===== config.mk =====
export PLATFORM = sky130hd
export DESIGN_NAME = oc_trip_filter
export DESIGN_NICKNAME = d
export VERILOG_FILES = /design/src/rtl/oc_trip_pkg.sv /design/src/rtl/oc_sync.sv /design/src/rtl/oc_rate_tick.sv /design/src/rtl/oc_run_counter.sv /design/src/rtl/oc_trip_filter.sv
export SDC_FILE = /design/constraint.sdc
export NUM_CORES = 1
export LEC_CHECK = 0
export ABC_AREA = 1
export BUFFER_PORTS_ARGS = -buffer_cell sky130_fd_sc_hd__buf_2
export CORE_AREA = 2 2 43 45
export CTS_BUF_LIST = sky130_fd_sc_hd__clkbuf_8
export DETAILED_ROUTE_END_ITERATION = 12
export DIE_AREA = 0 0 45 47
export PLACE_DENSITY = 0.71
export SYNTH_ARGS = -nofsm -noshare
export SYNTH_HDL_FRONTEND = slang
export SYNTH_SLANG_ARGS = --single-unit

===== constraint.sdc =====
create_clock -name clk -period 2.4 [get_ports clk]
set_clock_uncertainty 0.15 [all_clocks]
set_input_delay 0.36 -clock clk [delete_from_list [all_inputs] [get_ports clk]]
set_output_delay 0.36 -clock clk [all_outputs]
set_load 0.02 [all_outputs]

===== src/rtl/oc_trip_pkg.sv =====
package oc_trip_pkg;
  typedef enum logic {
    PH_RAMP = 1'b0,
    PH_RUN  = 1'b1
  } phase_e;

  function automatic int ns_to_cycles(input int clk_mhz, input int ns);
    return (clk_mhz * ns) / 1000;
  endfunction
endpackage


===== src/rtl/oc_sync.sv =====
module oc_sync #(
  parameter int STAGES = 2
) (
  input  logic clk,
  input  logic rst_n,
  input  logic d_async,
  output logic q_sync
);
  logic [STAGES-1:0] chain;

  always_ff @(posedge clk) begin
    if (!rst_n) chain <= '0;
    else        chain <= {chain[STAGES-2:0], d_async};
  end

  assign q_sync = chain[STAGES-1];
endmodule


===== src/rtl/oc_rate_tick.sv =====
module oc_rate_tick
  import oc_trip_pkg::*;
#(
  parameter int FAST_DIV = 50,
  parameter int SLOW_DIV = 200
) (
  input  logic   clk,
  input  logic   rst_n,
  input  phase_e phase,
  input  logic   restart,
  output logic   tick
);
  localparam int CW = $clog2(SLOW_DIV);

  logic [CW-1:0] cnt;
  logic [CW-1:0] lim;

  assign lim  = (phase == PH_RUN) ? CW'(SLOW_DIV - 1) : CW'(FAST_DIV - 1);
  assign tick = !restart && (cnt == lim);

  always_ff @(posedge clk) begin
    if (!rst_n)                cnt <= '0;
    else if (restart || tick)  cnt <= '0;
    else                       cnt <= cnt + 1'b1;
  end

  p_cnt_bound_r2: assert property (@(posedge clk) disable iff (!rst_n)
    int'(cnt) < SLOW_DIV);

  p_restart_no_tick_r7: assert property (@(posedge clk) disable iff (!rst_n)
    restart |=> !tick);
endmodule


===== src/rtl/oc_run_counter.sv =====
module oc_run_counter #(
  parameter int HITS = 8
) (
  input  logic clk,
  input  logic rst_n,
  input  logic tick,
  input  logic oc,
  input  logic restart,
  input  logic hold,
  output logic fire
);
  localparam int HW = $clog2(HITS + 1);

  logic [HW-1:0] hits;

  assign fire = tick && oc && !hold && !restart && (hits == HW'(HITS - 1));

  always_ff @(posedge clk) begin
    if (!rst_n)                hits <= '0;
    else if (restart || hold)  hits <= '0;
    else if (tick) begin
      if (!oc || fire)         hits <= '0;
      else                     hits <= hits + 1'b1;
    end
  end

  p_hits_bound_r3: assert property (@(posedge clk) disable iff (!rst_n)
    int'(hits) < HITS);

  p_step_on_tick_r6: assert property (@(posedge clk) disable iff (!rst_n)
    (hits != '0 && hits != $past(hits)) |-> $past(tick && oc));
endmodule


===== src/rtl/oc_trip_filter.sv =====
module oc_trip_filter
  import oc_trip_pkg::*;
#(
  parameter int CLK_MHZ   = 100,
  parameter int FAST_NS   = 500,
  parameter int SLOW_NS   = 2000,
  parameter int HITS      = 8,
  parameter int NUM_GATES = 4
) (
  input  logic                 clk,
  input  logic                 rst_n,
  input  logic                 oc_raw,
  input  logic                 sw_on,
  input  logic                 trip_clr,
  output logic                 trip,
  output logic [NUM_GATES-1:0] gate_en
);
  localparam int FAST_DIV = ns_to_cycles(CLK_MHZ, FAST_NS);
  localparam int SLOW_DIV = ns_to_cycles(CLK_MHZ, SLOW_NS);

  logic   oc_s;
  logic   tick;
  logic   fire;
  logic   restart;
  logic   trip_q;
  phase_e phase_q;

  oc_sync #(.STAGES(2)) u_sync (
    .clk(clk), .rst_n(rst_n), .d_async(oc_raw), .q_sync(oc_s)
  );

  always_ff @(posedge clk) begin
    if (!rst_n) phase_q <= PH_RAMP;
    else        phase_q <= phase_e'(sw_on);
  end

  assign restart = (phase_e'(sw_on) != phase_q);

  oc_rate_tick #(.FAST_DIV(FAST_DIV), .SLOW_DIV(SLOW_DIV)) u_tick (
    .clk(clk), .rst_n(rst_n), .phase(phase_q), .restart(restart), .tick(tick)
  );

  oc_run_counter #(.HITS(HITS)) u_count (
    .clk(clk), .rst_n(rst_n), .tick(tick), .oc(oc_s),
    .restart(restart), .hold(trip_q), .fire(fire)
  );

  always_ff @(posedge clk) begin
    if (!rst_n)        trip_q <= 1'b0;
    else if (fire)     trip_q <= 1'b1;
    else if (trip_clr) trip_q <= 1'b0;
  end

  assign trip    = trip_q;
  assign gate_en = trip_q ? '0 : '1;

  p_trip_hold_r8: assert property (@(posedge clk) disable iff (!rst_n)
    (trip_q && !trip_clr) |=> trip_q);

  p_trip_src_r3: assert property (@(posedge clk) disable iff (!rst_n)
    $rose(trip_q) |-> $past(tick && oc_s));

  p_no_trip_on_restart_r7: assert property (@(posedge clk) disable iff (!rst_n)
    restart |=> !$rose(trip_q));
endmodule


* Word-level counts from Yosys, hierarchy flattened
Cells that the tools add are included.
Word-level totals: output and inout port bits 5, input bits 5, register bits 16
Operators by class: bitwise operators 1, equal/unequal tests 3, reductions and logical operators 14, multiplexer cells 5, $add $sub $neg 2
Operators by type and width (count):
- 8-bit by 1-bit adder with 8-bit output (second input constant) | 1
- 8-bit equality test | 1
- 4-bit two-way mux | 2
- 8-bit two-way mux | 1
- 1-bit logical AND | 5
- 4-bit by 1-bit adder with 4-bit output (second input constant) | 1
- 4-bit by 3-bit equality test with 1-bit output (second input constant) | 1
- 2-bit OR reduction | 2
- 1-bit zero test | 3
- 1-bit logical OR | 3
- 1-bit two-way mux | 2
- 2-bit nonzero test | 1
- 1-bit inequality test | 1
- 1-bit inverter | 1

* Longest topological paths before layout
Gate-level depths: netlist of the first run.
depth in word-level cells 9, gate-level depth with buffers 10

* Hierarchy
A second synthesis of the first run with hierarchy kept.
Second synthesis, totals: cell total of the unflattened synthesis 111, area, all modules 794.5 um^2
Modules (own cells, without submodules):
- oc_rate_tick | seq. area each 160.2 um^2, cells each 61, times used 1, area each 425.4 um^2
- oc_run_counter | seq. area each 80.1 um^2, cells each 30, times used 1, area each 211.5 um^2
- oc_trip_filter | seq. area each 40.0 um^2, cells each 14, times used 1, area each 102.6 um^2
- oc_sync | seq. area each 40.0 um^2, cells each 6, times used 1, area each 55.1 um^2

* Worst setup path after synthesis of the first run
No wires, ideal clock.
kind flip-flop to output port, start register trip_q, in the netlist trip, end output port gate_en[1], data arrival time 0.849 ns, cell stages (with the launch flop) 3, setup slack 1.041 ns, path buffers 1, data required time 1.890 ns, cell sequence dfxtp_1 -> inv_1 -> buf_4
On the way: cells in the longest elaborated chain, start to end 1
Ends and longest elaborated chain:
- from (decl) | RTL line oc_trip_filter.sv:25 | logic trip_q;
- from (signal assigned) | RTL line oc_trip_filter.sv:49 | if (!rst_n) trip_q <= 1'b0;
- from (signal assigned) | RTL line oc_trip_filter.sv:50 | else if (fire) trip_q <= 1'b1;
- from (signal assigned) | RTL line oc_trip_filter.sv:51 | else if (trip_clr) trip_q <= 1'b0;
- 4-bit two-way mux | RTL line oc_trip_filter.sv:55 | assign gate_en = trip_q ? '0 : '1;
- to (decl) | RTL line oc_trip_filter.sv:16 | output logic [NUM_GATES-1:0] gate_en
Every way passes these cells.

* Worst setup path after layout of the first run
start register u_count.hits[1], end register u_count.hits[3]
On the way: cells in the longest elaborated chain, start to end 4, elaborated cells between the ends (all ways) 5, those cells by class add/sub: 1; eq/ne: 1; mux: 1; reduce/logical: 2
Ends and longest elaborated chain:
- from (decl) | RTL line oc_run_counter.sv:14 | logic [HW-1:0] hits;
- from (signal assigned) | RTL line oc_run_counter.sv:23 | else hits <= hits + 1'b1;
- branches (longest 3 deep; another with 4-bit by 1-bit adder with 4-bit output)
- 4-bit two-way mux * | RTL line oc_run_counter.sv:22 | if (!oc || fire) hits <= '0;
Every way passes the cells marked *. A chain may end at the register's enable or synchronous reset.

==> results of run 1 <==
[worst max-delay path by stage]
stage / from / end / slack (ns) / cells after the start
finish: u_count.hits[1] / u_count.hits[3] / 0.95 / 10
CTS: u_count.hits[1] / u_count.hits[1] / 0.94 / 10
global placement: sw_on / u_count.hits[3] / 0.94 / 8
global route: u_count.hits[1] / u_count.hits[2] / 0.78 / 10
detailed placement: sw_on / u_count.hits[1] / 0.91 / 8
floorplan: trip / gate_en[1] / 1.04 / 2
[cell type report]
class                   count  area (µm²)
well taps                  17        21.3
inverters                  24        92.6
flip-flops and latches     16         320
repair buffers              9        45.0
fillers                   156         716
clock buffers               4        55.1
multi-input cells          81         402
[where the power goes]
group	switching [µW]	internal (µW)
Clock	92.8	146
Combinational	21.9	10.4
Sequential	3.86	271
Total	118	426
[metrics by stage]
stage	hold slack, ns	util	std cells
floorplan	0.240	-	124
global placement	0.246	0.533	147
detailed placement	0.253	0.533	147
CTS	0.137	0.567	151
global route	0.152	0.567	151
finish	0.140	0.567	151
[critical path, delay by kind of cell, from the launching register on]
kind | cells | cell delay, ns
AND/OR/NAND/NOR | 8 | 0.59
buffers and inverters | 1 | 0.07
flip-flops | 1 | 0.36
adder cells (fa/ha/maj) | 1 | 0.18
[placed cells by master (no fill, tap or decap)]
cell      netlist  layout
nor3b_2         1       1
buf_2           0       9
dfxtp_1        16      16
nand4_1         1       1
a21oi_1         3       3
nand3_2         1       1
nand2_2         3       3
nand2_1        28      28
nor3_1          2       2
nor2_4          1       1
or2_2           2       2
nor3b_1         1       1
o21ai_0         1       1
nand3_4         1       1
clkbuf_8        0       4
inv_4           1       1
inv_2           1       1
nand3_1         6       6
inv_1          22      22
xor2_1          2       2
nor2_1         26      26
ha_1            2       2
[flip-flops by register name (all words and copies together), names as in the netlist]
register / cells
phase_q: 1
trip: 1
u_sync.chain: 2
u_count.hits: 4
u_tick.cnt: 8
[Yosys cell counts]
master and count:
dfxtp_1 16, a21oi_1 3, nand3_1 6, o21ai_0 1, ha_1 2, nor3b_2 1, nand3_2 1, nand2_2 3
nor3b_1 1, nand4_1 1, buf_4 3, xor2_1 2, nor2_4 1, nand2_1 28, inv_1 22, inv_2 1
nor2_1 26, nand3_4 1, or2_2 2, inv_4 1, nor3_1 2
[cell families after synthesis]
group	count (synthesis)
adder cells (fa/ha/maj)	2
XOR/XNOR	2
AO/OA/AOI/OAI	4
flip-flops	16
AND/OR/NAND/NOR	73
buffers and inverters	27
[metal layers]
| layer | track usage | share of wire | wire length [µm] | vias up |
|---|---|---|---|---|
| met2 | 0.271 | 0.46 | 643 | 15 |
| met4 | 0.106 | 0.024 | 33 | 0 |
| li1 | - | - | - | 388 |
| met5 | 0 | 0 | 0 | - |
| met1 | 0.189 | 0.48 | 662 | 300 |
| met3 | 0.0346 | 0.037 | 51 | 4 |
==> results.json, run 1 <==
{
  "status": "complete, no violations",
  "core_um2": 1650,
  "synth_top_area_share": 0.383,
  "path_clk_slew_ns": 0.06,
  "vias": 707,
  "gp_congestion": 0.903,
  "critPathLaunchType": "flop",
  "pre_cts_ws_ns": 0.906,
  "htreeDepth": 1,
  "portBuffers": 9,
  "path_class": "reg -> reg",
  "track_usage": 0.163,
  "rr_startpoint": "u_count.hits[1]",
  "hold_viol_final": 0,
  "p_per_area_nw_per_um2": 582,
  "final_cell_area_um2": 936,
  "cts_hold_buf": 0,
  "synth_cell_types": 21,
  "io_pins": 10,
  "r2r_slack_ns": 0.95,
  "wire_per_inst_um": 9.21,
  "finalCritPeriodShare": 0.606,
  "maxCapViolCount": 0,
  "ant_nets": 0,
  "synth-compound-area-share": 0.0239,
  "power_uw": 545,
  "synth-adder-area-share": 0.0299,
  "hold_path_class": "in -> reg",
  "clock-sinks": 16,
  "insertion_delay_ns": 0.25,
  "place_area_um2": 881,
  "synth_area_leaders": "dfxtp_1, nand2_1, nor2_1",
  "synth-xor-area-share": 0.0209,
  "cp-end-kind": "flop",
  "synth_top_family_by_area": "simple AND/OR/NAND/NOR gates",
  "dr.pass1.iters": 4,
  "die-height_um": 47,
  "rows": 15,
  "first_global_vias": 628,
  "antenna_found_initial": 0,
  "syn_nets": 131,
  "worstMarginPinSlew_ns": 0.311,
  "tns_ns": 0,
  "area_growth_syn_to_layout_pct": 11.8,
  "slew_violations": 0,
  "path_cells": "ha_1 > nand2_1 > inv_1 > nand3_1 > nor2_1 > nand3_1 > nand2_1 > nand2_2 > nand2_2 > nor2_1",
  "relSlewSlack": 0.791,
  "nets": 142,
  "synthMuxAreaShare": 0,
  "period_needed_ns": 1.45,
  "worstReg2RegEnd": "u_count.hits[3]",
  "dieArea_um2": 2120,
  "hold_start": "oc_raw",
  "diodes": 0,
  "max_stage_delay_ns": 0.36,
  "cts_tree": "done",
  "layout-drive-gt1-share": 0.179,
  "ys_seq_elements": 16,
  "max_freq_ghz": 0.688,
  "grt_remaining_overflow": 0,
  "yosysSeqAreaShare": 0.383,
  "slowest_stage": "dfxtp_1",
  "rsz0062_at_grt": "false",
  "cp.arrival_ns": 1.45,
  "synth_area_um2": 837,
  "required_ns": 2.40,
  "dp_hpwl_um": 1070,
  "setup_ws_ns": 0.946,
  "yosys.area.top_type": "dfxtp_1",
  "cts_root_buf": "clkbuf_8",
  "clock_path_buffers": 2,
  "synth_cells": 124,
  "p_leak_uw": 0.000437,
  "initial_core_util": 0.507,
  "grt_max_degree": 10,
  "numCtsBuffers": 3,
  "setup_viol": 0,
  "avgViaCountPerCell": 4.68,
  "min_to": "u_sync.chain[0]",
  "first_iter_violations": 6,
  "drcViolationCount": 0,
  "synth.avg_cell_area_um2": 6.75,
  "cp_max_fo": 3,
  "cts_resized": 0,
  "r2r_cells": 10,
  "peakVddDrop_mv": 0.328,
  "yosys.area_share.simple": 0.405,
  "totalWireLength_um": 1390,
  "grt_pass1_wl_um": 2460,
  "cts_setup_buffers": 0,
  "holdPathStages": 3,
  "yosys_warnings": 0,
  "fp.dieW_um": 45
}
Power figures use the tool's default switching activity.
==> run 2: changes to the inputs <==
==> constraint.sdc (replaced) <==
create_clock -name clk -period 1.4 [get_ports clk]
set_clock_uncertainty 0.15 [all_clocks]
set_input_delay 0.21 -clock clk [delete_from_list [all_inputs] [get_ports clk]]
set_output_delay 0.21 -clock clk [all_outputs]
set_load 0.02 [all_outputs]
==> results.json, run 2 (synthesized netlist as in run 1, its figures left out) <==
{
  "required_ns": 1.44,
  "diodes": 0,
  "cp-end-kind": "flop",
  "top_register": "u_tick.cnt",
  "grt_max_degree": 9,
  "insertion_delay_ns": 0.25,
  "cts_root_buf": "clkbuf_8",
  "final_cells": 157,
  "setup_viol": 1,
  "io_pins": 10,
  "post-place-cells": 150,
  "totalWireLength_um": 1660,
  "pre_cts_ws_ns": -0.0451,
  "status": "complete, but fails checks",
  "clock_path_buffers": 2,
  "fp.dieW_um": 45,
  "area_growth_syn_to_layout_pct": 26.3,
  "period_needed_ns": 1.40,
  "hold_viol_final": 0,
  "max_freq_ghz": 0.714,
  "die-height_um": 47,
  "cts_tree": "done",
  "slew_violations": 0,
  "critPathLaunchType": "flop",
  "violations": "negative setup slack",
  "initial_core_util": 0.507,
  "fillCellCount": 149,
  "seqCellArea_um2": 333,
  "rsz0062_at_grt": "true",
  "final_util": 0.640,
  "htreeDepth": 1,
  "layout_common_cells": "nand2_1, nor2_1, inv_1",
  "wire_per_inst_um": 10.6,
  "core_um2": 1650,
  "reg.largest.list": "u_tick.cnt (8), u_count.hits (4), u_sync.chain (2)",
  "clock-sinks": 16,
  "dp_hpwl_um": 1130,
  "avgViaCountPerCell": 4.84,
  "layout-drive-gt1-share": 0.379,
  "largest_reg_flops": 8,
  "power_uw": 883,
  "p_leak_uw": 0.000465,
  "grt_remaining_overflow": 0,
  "gp_congestion": 0.807,
  "cp_max_fo": 5,
  "setup_ws_ns": -0.0000692,
  "finalCritPeriodShare": 1.00,
  "hold_path_class": "in -> reg",
  "multi_input_area_um2": 469,
  "grt_pass1_wl_um": 2560,
  "worstMarginPinSlew_ns": 0.354,
  "maxCapViolCount": 0,
  "path_class": "reg -> reg",
  "cp.arrival_ns": 1.44,
  "whs_ns": 0.0467,
  "r2r_slack_ns": -0.00007,
  "dieArea_um2": 2120,
  "portBuffers": 9,
  "drcViolationCount": 0,
  "track_usage": 0.173,
  "nets": 149,
  "dr.pass1.iters": 6,
  "path_clk_slew_ns": 0.06,
  "first_global_vias": 626,
  "p_per_area_nw_per_um2": 835,
  "vias": 760,
  "ant_nets": 0,
  "first_iter_violations": 19,
  "relSlewSlack": 0.762,
  "numCtsBuffers": 3,
  "rows": 15,
  "final_common_cell": "nand2_1",
  "antenna_found_initial": 0,
  "peakVddDrop_mv": 0.707
}
run 2: layer usage:
metal | up-vias | wire length (µm) | GRT usage
li1 | 402 | - | -
met1 | 338 | 810 | 0.232
met2 | 15 | 752 | 0.257
met3 | 5 | 73 | 0.0577
met4 | 0 | 25 | 0.0706
met5 | - | 0 | 0
run 2: metrics by stage:
stage	instance area [µm²]	setup TNS (ns)
final	1060	-0.0000692
after global routing	1060	-0.386
after CTS	1010	0
after detailed placement	903	-0.183
after global placement	903	-0.113
after floorplan	837	0
run 2: path summary, 6_finish.rpt:
check                        from              end  cells past startpoint
hold reg to reg   u_sync.chain[0]  u_sync.chain[1]                      2
setup reg to reg    u_tick.cnt[0]  u_count.hits[3]                     10
setup / recovery    u_tick.cnt[0]  u_count.hits[3]                     10
hold / removal              sw_on          phase_q                      3
run 2: timing repair:
action | in CTS | in global routing
buffers inserted | 2 | 1
setup endpoints to repair | 7 | 11
endpoints found under the hold margin | 1 | 0
hold buffers | 1 | 0
resized for setup | 12 | 16
pin swaps | 3 | 14
run 2: final cells by class:
cell class                      count  share of cell area
Multi-Input combinational cell     81               0.444
Timing Repair Buffer               16              0.0947
Inverter                           24              0.0876
Clock buffer                        3              0.0391
Sequential cell                    16               0.315
Tap cell                           17              0.0201
run 2: power breakdown:
part | internal [µW] | switching, µW | total [µW]
Combinational | 24.1 | 43.7 | 67.8
Sequential | 464 | 8.43 | 472
Clock | 191 | 152 | 343
Total | 679 | 204 | 883
run 2: critical path: stages, from the launching register on:
cell	delay (ns)
dfxtp_2	0.35
inv_2	0.04
nor2_2	0.11
nand2_2	0.07
nor2_4	0.15
nand3_4	0.12
inv_4	0.10
nand2_2	0.06
nand2_1	0.07
nand2_1	0.05
nor2_1	0.08
==> run 3: changes to the inputs <==
--- a/config.mk
+++ b/config.mk
@@ -8,10 +8,10 @@
 export ABC_AREA = 1
 export BUFFER_PORTS_ARGS = -buffer_cell sky130_fd_sc_hd__buf_2
 export CORE_AREA = 2 2 43 45
-export CTS_BUF_LIST = sky130_fd_sc_hd__clkbuf_8
 export DETAILED_ROUTE_END_ITERATION = 12
 export DIE_AREA = 0 0 45 47
 export PLACE_DENSITY = 0.71
+export SKIP_CTS_REPAIR_TIMING = 1
 export SYNTH_ARGS = -nofsm -noshare
 export SYNTH_HDL_FRONTEND = slang
 export SYNTH_SLANG_ARGS = --single-unit
==> results.json, run 3 (synthesized netlist as in run 1, its figures left out) <==
{
  "grt_pass1_wl_um": 2520,
  "insertion_delay_ns": 0.28,
  "cp.arrival_ns": 1.42,
  "grt_remaining_overflow": 0,
  "cp-end-kind": "flop",
  "dr.pass1.iters": 4,
  "r2r_slack_ns": 0.005,
  "path_class": "reg -> reg",
  "p_per_area_nw_per_um2": 744,
  "clock_path_buffers": 2,
  "antenna_found_initial": 0,
  "slowest_stage": "dfxtp_2",
  "reg.largest.list": "u_tick.cnt (8), u_count.hits (4), u_sync.chain (2)",
  "totalWireLength_um": 1630,
  "power_uw": 773,
  "numCtsBuffers": 3,
  "relSlewSlack": 0.763,
  "rr_startpoint": "u_count.hits[1]",
  "path_clk_slew_ns": 0.09,
  "layout_common_cells": "nand2_1, nor2_1, inv_1",
  "r2r_cells": 10,
  "io_pins": 10,
  "cpMostUsedCell": "nand2_2",
  "initial_core_util": 0.507,
  "peakVddDrop_mv": 0.598,
  "finalCritPeriodShare": 0.997,
  "ant_nets": 0,
  "fp.dieW_um": 45,
  "top_register": "u_tick.cnt",
  "rows": 15,
  "maxCapViolCount": 0,
  "hold_viol_final": 0,
  "setup_ws_ns": 0.00488,
  "core_um2": 1650,
  "slew_violations": 0,
  "avgViaCountPerCell": 4.82,
  "grt_max_degree": 9,
  "holdPathStages": 3,
  "max_stage_delay_ns": 0.37,
  "setup_viol": 0,
  "dp_hpwl_um": 1130,
  "worst-path-buf-inv": 1,
  "largest_reg_flops": 8,
  "vias": 747,
  "die-height_um": 47,
  "first_global_vias": 612,
  "critPathLaunchType": "flop",
  "hold_path_class": "in -> reg",
  "status": "complete, no violations",
  "layout-drive-gt1-share": 0.384,
  "worstReg2RegEnd": "u_count.hits[1]",
  "drcViolationCount": 0,
  "required_ns": 1.43,
  "wire_per_inst_um": 10.5,
  "clock-sinks": 16,
  "hold_start": "sw_on",
  "dieArea_um2": 2120,
  "final_cell_area_um2": 1040,
  "worstMarginPinSlew_ns": 0.352,
  "p_leak_uw": 0.000448,
  "track_usage": 0.166,
  "portBuffers": 9,
  "area_growth_syn_to_layout_pct": 24.1,
  "first_iter_violations": 15,
  "rsz0062_at_grt": "true",
  "path_delay_family": "simple AND/OR/NAND/NOR gates",
  "path_cells": "ha_4 > nand2_2 > inv_2 > nand3_2 > nor2_2 > nand3_2 > nand2_2 > nand2_2 > nand2_2 > nor2_1",
  "nets": 147,
  "whs_ns": 0.0140,
  "tns_ns": 0,
  "period_needed_ns": 1.40,
  "max_freq_ghz": 0.717,
  "cp_max_fo": 3,
  "pre_cts_ws_ns": -0.0451,
  "htreeDepth": 1,
  "min_to": "phase_q",
  "cts_tree": "done",
  "cts_root_buf": "clkbuf_4",
  "diodes": 0,
  "gp_congestion": 0.807,
  "place_area_um2": 903,
  "final_common_cell": "nand2_1"
}
run 3: cell types whose count changed in the layout (fill, tap and decap cells not counted), moves of 2 or more:
| cell | change |
|---|---|
| clkbuf_4 | +3 |
| clkbuf_8 | -3 |
| buf_4 | -2 |
| dfxtp_2 | -2 |
| dfxtp_4 | +2 |
run 3: through the flow:
stage | utilization | instances
final | 0.629 | 155
after global routing | 0.629 | 155
after CTS | 0.561 | 153
after detailed placement | 0.547 | 150
after global placement | 0.547 | 150
after floorplan | - | 124
run 3: metal layers:
layer	track usage	wire length, µm
met1	0.231	810
met5	0	0
met4	0.0706	12
met2	0.251	721
met3	0.0346	83
run 3: area by class of cell:
cell class / instances / area [µm²]
clock buffers: 3 / 22.5
fillers: 152 / 613
inverters: 24 / 92.6
multi-input cells: 81 / 479
flip-flops and latches: 16 / 338
well taps: 17 / 21.3
repair buffers: 14 / 85.1
run 3: worst max-delay path by stage:
stage	start	end	slack, ns	cells after the start
final	u_count.hits[1]	u_count.hits[1]	0.005	10
after detailed placement	u_count.hits[0]	u_count.hits[3]	-0.05	10
after global routing	u_tick.cnt[0]	u_count.hits[3]	-0.11	10
after floorplan	u_count.hits[0]	u_count.hits[3]	0.08	10
after CTS	phase_q	u_tick.cnt[3]	-0.07	6
after global placement	u_count.hits[0]	u_count.hits[3]	-0.03	10
run 3: power by group:
part / switching, µW / internal (µW)
Sequential: 9.13 / 460
Clock: 134 / 99.7
Combinational: 44.8 / 25.6
Total: 188 / 585
run 3: worst min-delay path, stage by stage:
cell and delay, ns:
buf_2 0.12, nand2_1 0.05, inv_1 0.03
